<file path="src/rtl/syncTxEofPkg.sv">
package syncTxEofPkg;

  localparam int BYTE_W = 8;
  localparam int CRC_W  = 2 * BYTE_W;

  typedef enum logic [1:0] {
    ST_IDLE,
    ST_DATA,
    ST_CRC1,
    ST_CRC2
  } txStateT;

  typedef struct packed {
    logic ldData;
    logic crcPreset;
    logic ldCrcHi;
    logic ldCrcLo;
    logic ldFill;
  } txStrobeT;

  // One byte through the CRC, most significant bit first.
  function automatic logic [CRC_W-1:0] crcStep(
    input logic [CRC_W-1:0]  crcIn,
    input logic [BYTE_W-1:0] dataIn,
    input logic [CRC_W-1:0]  poly
  );
    logic [CRC_W-1:0] acc;
    acc = crcIn ^ {dataIn, {(CRC_W-BYTE_W){1'b0}}};
    for (int i = 0; i < BYTE_W; i++) begin
      if (acc[CRC_W-1]) acc = (acc << 1) ^ poly;
      else              acc = acc << 1;
    end
    return acc;
  endfunction

endpackage

</file>
<file path="src/rtl/syncTxEofCtrl.sv">
module syncTxEofCtrl
  import syncTxEofPkg::*;
(
  input  logic     clk,
  input  logic     rstN,
  input  logic     byteEnd,
  input  logic     enhMode,
  input  logic     wrEn,
  input  logic     cmdArmEom,
  input  logic     cmdRstTxIp,
  output txStrobeT stb,
  output logic     txBufEmpty,
  output logic     txIntPend,
  output logic     eomDone
);

  txStateT stCur, stNext;
  logic    bufFull;
  logic    raiseIp;
  logic    setEom;

  // Load decision, taken only at a byte boundary.
  always_comb begin
    stb     = '0;
    stNext  = stCur;
    raiseIp = 1'b0;
    setEom  = 1'b0;
    if (byteEnd) begin
      case (stCur)
        ST_IDLE: begin
          if (bufFull) begin
            stb.ldData    = 1'b1;
            stb.crcPreset = 1'b1;
            stNext        = ST_DATA;
          end else begin
            stb.ldFill = 1'b1;
          end
        end
        ST_DATA: begin
          if (bufFull) begin
            stb.ldData = 1'b1;
          end else if (!eomDone) begin
            stb.ldCrcHi = 1'b1;
            setEom      = 1'b1;
            stNext      = ST_CRC1;
          end else begin
            stb.ldFill = 1'b1;
            stNext     = ST_IDLE;
          end
        end
        ST_CRC1: begin
          if (!enhMode && bufFull) begin
            stb.ldFill = 1'b1;
            raiseIp    = 1'b1;
            stNext     = ST_IDLE;
          end else begin
            stb.ldCrcLo = 1'b1;
            stNext      = ST_CRC2;
          end
        end
        default: begin
          stb.ldFill = 1'b1;
          raiseIp    = 1'b1;
          stNext     = ST_IDLE;
        end
      endcase
    end
    if (stb.ldData) raiseIp = 1'b1;
  end

  always_ff @(posedge clk) begin
    if (!rstN) begin
      stCur     <= ST_IDLE;
      bufFull   <= 1'b0;
      txIntPend <= 1'b0;
      eomDone   <= 1'b1;
    end else begin
      stCur <= stNext;

      if (wrEn)            bufFull <= 1'b1;
      else if (stb.ldData) bufFull <= 1'b0;

      if (raiseIp)         txIntPend <= 1'b1;
      else if (cmdRstTxIp) txIntPend <= 1'b0;

      if (setEom)          eomDone <= 1'b1;
      else if (cmdArmEom)  eomDone <= 1'b0;
    end
  end

  assign txBufEmpty = !bufFull;

  AST_IP_STICKY: assert property (@(posedge clk) disable iff (!rstN)
    (txIntPend && !cmdRstTxIp) |=> txIntPend);

  AST_CRC_ORDER: assert property (@(posedge clk) disable iff (!rstN)
    (stCur == ST_CRC1 && byteEnd && enhMode) |=> (stCur == ST_CRC2));

  AST_HOLD_IN_WINDOW: assert property (@(posedge clk) disable iff (!rstN)
    ((stCur == ST_CRC1 || stCur == ST_CRC2) && enhMode && bufFull) |=> bufFull);

  AST_EOM_FROM_DATA: assert property (@(posedge clk) disable iff (!rstN)
    $rose(eomDone) |-> ($past(stCur) == ST_DATA && stCur == ST_CRC1));

  AST_LEGACY_ABORT: assert property (@(posedge clk) disable iff (!rstN)
    (stCur == ST_CRC1 && byteEnd && !enhMode && bufFull) |=> (stCur == ST_IDLE && txIntPend));

endmodule

</file>
<file path="src/rtl/syncTxEofDatapath.sv">
module syncTxEofDatapath
  import syncTxEofPkg::*;
#(
  parameter logic [BYTE_W-1:0] FLAG_PATTERN = 8'h7E,
  parameter logic [CRC_W-1:0]  CRC_POLY     = 16'h1021,
  parameter logic [CRC_W-1:0]  CRC_INIT     = 16'hFFFF
) (
  input  logic              clk,
  input  logic              rstN,
  input  logic              bitEn,
  input  logic              syncMode,
  input  logic [BYTE_W-1:0] syncByte,
  input  logic              wrEn,
  input  logic [BYTE_W-1:0] wrByte,
  input  txStrobeT          stb,
  output logic              byteEnd,
  output logic              txOut
);

  localparam int CNT_W = $clog2(BYTE_W);
  localparam logic [CNT_W-1:0] LAST_BIT = CNT_W'(BYTE_W - 1);

  logic [CNT_W-1:0]  bitCnt;
  logic [BYTE_W-1:0] shiftReg;
  logic [BYTE_W-1:0] bufReg;
  logic [CRC_W-1:0]  crcReg;
  logic [CRC_W-1:0]  crcSeed;
  logic [BYTE_W-1:0] fillByte;
  logic [BYTE_W-1:0] loadByte;

  assign byteEnd  = bitEn && (bitCnt == LAST_BIT);
  assign fillByte = syncMode ? syncByte : FLAG_PATTERN;
  assign crcSeed  = stb.crcPreset ? CRC_INIT : crcReg;

  always_comb begin
    loadByte = fillByte;
    if (stb.ldData)       loadByte = bufReg;
    else if (stb.ldCrcHi) loadByte = ~crcReg[CRC_W-1:BYTE_W];
    else if (stb.ldCrcLo) loadByte = ~crcReg[BYTE_W-1:0];
  end

  always_ff @(posedge clk) begin
    if (!rstN) begin
      bitCnt   <= '0;
      shiftReg <= FLAG_PATTERN;
      bufReg   <= '0;
      crcReg   <= CRC_INIT;
    end else begin
      if (bitEn) bitCnt <= bitCnt + 1'b1;

      if (byteEnd)    shiftReg <= loadByte;
      else if (bitEn) shiftReg <= shiftReg >> 1;

      if (wrEn) bufReg <= wrByte;

      if (stb.ldData) crcReg <= crcStep(crcSeed, bufReg, CRC_POLY);
    end
  end

  assign txOut = shiftReg[0];

  AST_ONE_LOAD: assert property (@(posedge clk) disable iff (!rstN)
    $onehot0({stb.ldData, stb.ldCrcHi, stb.ldCrcLo, stb.ldFill}));

  AST_LOAD_ON_BOUNDARY: assert property (@(posedge clk) disable iff (!rstN)
    (stb.ldData || stb.ldCrcHi || stb.ldCrcLo || stb.ldFill) |-> byteEnd);

  AST_BYTE_WRAP: assert property (@(posedge clk) disable iff (!rstN)
    byteEnd |=> (bitCnt == '0));

  AST_CRC_FROZEN: assert property (@(posedge clk) disable iff (!rstN)
    !stb.ldData |=> $stable(crcReg));

endmodule

</file>
<file path="src/rtl/syncTxEofSeq.sv">
module syncTxEofSeq
  import syncTxEofPkg::*;
#(
  parameter logic [BYTE_W-1:0] FLAG_PATTERN = 8'h7E,
  parameter logic [CRC_W-1:0]  CRC_POLY     = 16'h1021,
  parameter logic [CRC_W-1:0]  CRC_INIT     = 16'hFFFF
) (
  input  logic              clk,
  input  logic              rstN,
  input  logic              bitEn,
  input  logic              enhMode,
  input  logic              syncMode,
  input  logic [BYTE_W-1:0] syncByte,
  input  logic              wrEn,
  input  logic [BYTE_W-1:0] wrByte,
  input  logic              cmdArmEom,
  input  logic              cmdRstTxIp,
  output logic              txOut,
  output logic              txBufEmpty,
  output logic              txIntPend,
  output logic              eomDone
);

  txStrobeT stb;
  logic     byteEnd;

  syncTxEofCtrl uCtrl (
    .clk        (clk),
    .rstN       (rstN),
    .byteEnd    (byteEnd),
    .enhMode    (enhMode),
    .wrEn       (wrEn),
    .cmdArmEom  (cmdArmEom),
    .cmdRstTxIp (cmdRstTxIp),
    .stb        (stb),
    .txBufEmpty (txBufEmpty),
    .txIntPend  (txIntPend),
    .eomDone    (eomDone)
  );

  syncTxEofDatapath #(
    .FLAG_PATTERN (FLAG_PATTERN),
    .CRC_POLY     (CRC_POLY),
    .CRC_INIT     (CRC_INIT)
  ) uPath (
    .clk      (clk),
    .rstN     (rstN),
    .bitEn    (bitEn),
    .syncMode (syncMode),
    .syncByte (syncByte),
    .wrEn     (wrEn),
    .wrByte   (wrByte),
    .stb      (stb),
    .byteEnd  (byteEnd),
    .txOut    (txOut)
  );

endmodule

</file>
<file path="config.mk">
export PLATFORM = sky130hd
export DESIGN_NAME = syncTxEofSeq
export DESIGN_NICKNAME = d
export VERILOG_FILES = /design/src/rtl/syncTxEofPkg.sv /design/src/rtl/syncTxEofCtrl.sv /design/src/rtl/syncTxEofDatapath.sv /design/src/rtl/syncTxEofSeq.sv
export SDC_FILE = /design/constraint.sdc
export NUM_CORES = 1
export LEC_CHECK = 0
export CAP_MARGIN = 20
export CORE_UTILIZATION = 50
export DETAILED_ROUTE_END_ITERATION = 12
export PLACE_DENSITY_LB_ADDON = 0.1
export SLEW_MARGIN = 25
export SYNTH_ARGS = -nofsm -noshare
export SYNTH_HDL_FRONTEND = slang
export SYNTH_HIERARCHICAL = 1
export SYNTH_SLANG_ARGS = --single-unit
</file>
<file path="constraint.sdc">
create_clock -name clk -period 2.51 [get_ports clk]
set_clock_uncertainty 0.15 [all_clocks]
set_input_delay 0.502 -clock clk [delete_from_list [all_inputs] [get_ports clk]]
set_output_delay 0.502 -clock clk [all_outputs]
set_load 0.05 [all_outputs]
</file>
==> results.py <==
metrics = {
    "synth": {
        "mappedNetlistArea_mm2": 0.00234,
        "avgSynthCellArea_um2": 8.74,
        "synth_nets": 294,
        "ys_warn_count": 6,
        "synthCells": 268,
    },
    "drt": {
        "vias_per_cell": 5.68,
        "finalWirelength_um": 5640,
        "drc": 0,
        "ant_nets": 0,
        "wl_per_cell_um": 15.4,
        "first_iter_violations": 92,
        "num_vias": 2083,
        "firstDrtPassIters": 4,
    },
    "grt": {
        "overflow": 0,
        "grt_pass1_wl_um": 9440,
        "antenna_found_initial": 0,
        "grtUsageTotal_pct": 24.3,
        "grt_max_degree": 19,
        "grt_pass1_vias": 1976,
    },
    "critical_path": {
        "crit_type": "reg2reg",
        "cp.required_ns": 2.57,
        "cp.arrival_ns": 2.43,
        "reg2reg_slack_ns": 0.14,
        "worstSetupStartpointType": "flip-flop",
        "crit_family": "simple AND/OR/NAND/NOR gates",
        "endpoint_kind": "flip-flop",
        "crit_chain": "ha_1, ha_1, and2_4, buf_4, and3b_1, buf_4, buf_4, and2_1, and3_1, a311oi_1",
        "cp_common_cell": "buf_4",
        "cp_max_fo": 8,
        "cp_slowest_cell": "dfxtp_1",
        "critPathMaxStageDelay_ns": 0.33,
        "crit_buf_inv": 3,
    },
    "clocking": {
        "cts_max_level": 2,
        "cts_buffer_depth": 2,
        "cts_tree": "done",
        "cts_sinks": 40,
        "clk_pin_slew_worst_paths_ns": 0.08,
        "root_buffer": "clkbuf_8",
        "numCtsBuffers": 5,
        "clock_latency_ns": 0.29,
    },
    "finish": {
        "area.growth.synth_to_final_pct": 28.3,
        "layout.nets": 340,
        "drive_gt1_share_pct": 17.5,
        "antenna_cells": 0,
    },
    "power": {
        "ir_drop_mv": 0.329,
        "power_w": 0.00139,
        "p_leak_nw": 1.33,
        "p_per_area_mw_per_mm2": 462,
    },
    "sta": {
        "fin_setup_tns_ns": 0,
        "rsz0062_at_grt": "false",
        "setup_violations": 0,
        "worst_slew_pin_slew_ns": 0.606,
        "slew_headroom_pct": 59.5,
        "fmax_ghz": 0.422,
        "fin_ws_ns": 0.141,
        "finalHoldViolCount": 0,
        "min_period_ns": 2.37,
        "slew_violations": 0,
        "fin_crit_sh_pct": 94.4,
    },
    "placement": {
        "port_buffers": 27,
        "pre_cts_slack_ns": -0.208,
        "hpwl_um": 4120,
        "gp_routability_congestion": 0.841,
    },
    "floorplanning": {
        "start_util_pct": 53.1,
        "ios": 28,
        "rows": 24,
        "die_h_um": 70.4,
        "fp.dieArea_mm2": 0.00496,
        "coreArea_mm2": 0.00441,
        "fp.dieW_um": 70.4,
    },
    "flow_run": {
        "drv_cap": 0,
    },
    "run_status": {
        "status": "completed",
    },
    "worst_hold_path": {
        "hp-class": "reg2reg",
    },
}
==> layout by cell type, fill, tap and decap left out, types with 4 or more instances in the layout <==
cell,n
dfxtp_1,40
buf_4,29
clkdlybuf4s50_1,27
inv_1,19
a21oi_1,17
o21ai_0,17
nor2_1,12
nor2b_1,11
nand2_1,11
xnor2_1,11
o211ai_1,10
mux2i_1,10
xor2_1,7
o22ai_1,7
a21o_1,7
or3b_1,6
clkbuf_8,5
nand2b_1,5
o21ai_1,4
a221oi_1,4
==> timing repair <==
action	in CTS	in global routing
pin swaps	0	0
hold endpoints to repair	0	0
gates cloned	0	0
setup endpoints to repair	3	11
buffers inserted	0	1
hold buffers	0	0
gates resized for setup	1	11
==> layout make-up <==
| cell class | instances | area (um2) |
|---|---|---|
| flip-flops and latches | 40 | 801 |
| multi-input cells | 189 | 1420 |
| clock buffers | 6 | 72.6 |
| repair buffers | 58 | 528 |
| inverters | 20 | 78.8 |
| clock inverters | 2 | 35.0 |
| fillers | 388 | 1410 |
| well taps | 52 | 65.1 |
==> path summary, 6_finish.rpt <==
path / start / endpoint / cells past startpoint
setup reg to reg: uPath/bitCnt[0] / uPath/crcReg[6] / 10
setup / recovery: uPath/bitCnt[0] / uPath/crcReg[6] / 10
hold / removal: uPath/shiftReg[7] / uPath/shiftReg[7] / 2
hold reg to reg: uPath/shiftReg[7] / uPath/shiftReg[7] / 2
==> where the power goes <==
group / internal (W) / switching [W] / total (W)
clock network: 0.000295 / 0.000223 / 0.000518
registers: 0.000655 / 0.0000172 / 0.000672
logic: 0.000112 / 0.0000853 / 0.000198
==> tightest hold or removal path: cells and delay by family, from the launching register on <==
| family | cells | cell delay [ns] |
|---|---|---|
| DFF | 1 | 0.32 |
| AOI/OAI and AO/OA | 1 | 0.07 |
| and+or+nand+nor | 1 | 0.06 |
==> layer usage <==
layer  track usage [%]  wire, um  up-vias
met2              38.9      2610       58
met3              4.91       279       11
li1                  -         -     1052
met1              32.0      2630      962
met5                 0         0        -
met4              9.11       108        0
==> sequential cells by signal (all words and copies together), names as in the netlist <==
| name | cells |
|---|---|
| uPath/bitCnt | 3 |
| uPath/crcReg | 16 |
| uCtrl/eomDone | 1 |
| uCtrl/bufFull | 1 |
| uCtrl/stCur | 2 |
| uPath/bufReg | 8 |
| uPath/shiftReg | 8 |
| uCtrl/txIntPend | 1 |
==> metrics by stage <==
| stage | hold WS (ns) | instances | utilization [%] | instance area (um2) |
|---|---|---|---|---|
| 2_1_floorplan | 0.304 | 268 | - | 2350 |
| 4_1_cts | 0.343 | 366 | 66.8 | 2950 |
| 3_5_place_dp | 0.332 | 358 | 64.3 | 2840 |
| 3_3_place_gp | 0.320 | 358 | 64.3 | 2840 |
| 6_report | 0.340 | 367 | 68.1 | 3000 |
| 5_1_grt | 0.370 | 367 | 68.1 | 3000 |
Power figures use the tool's default switching activity.
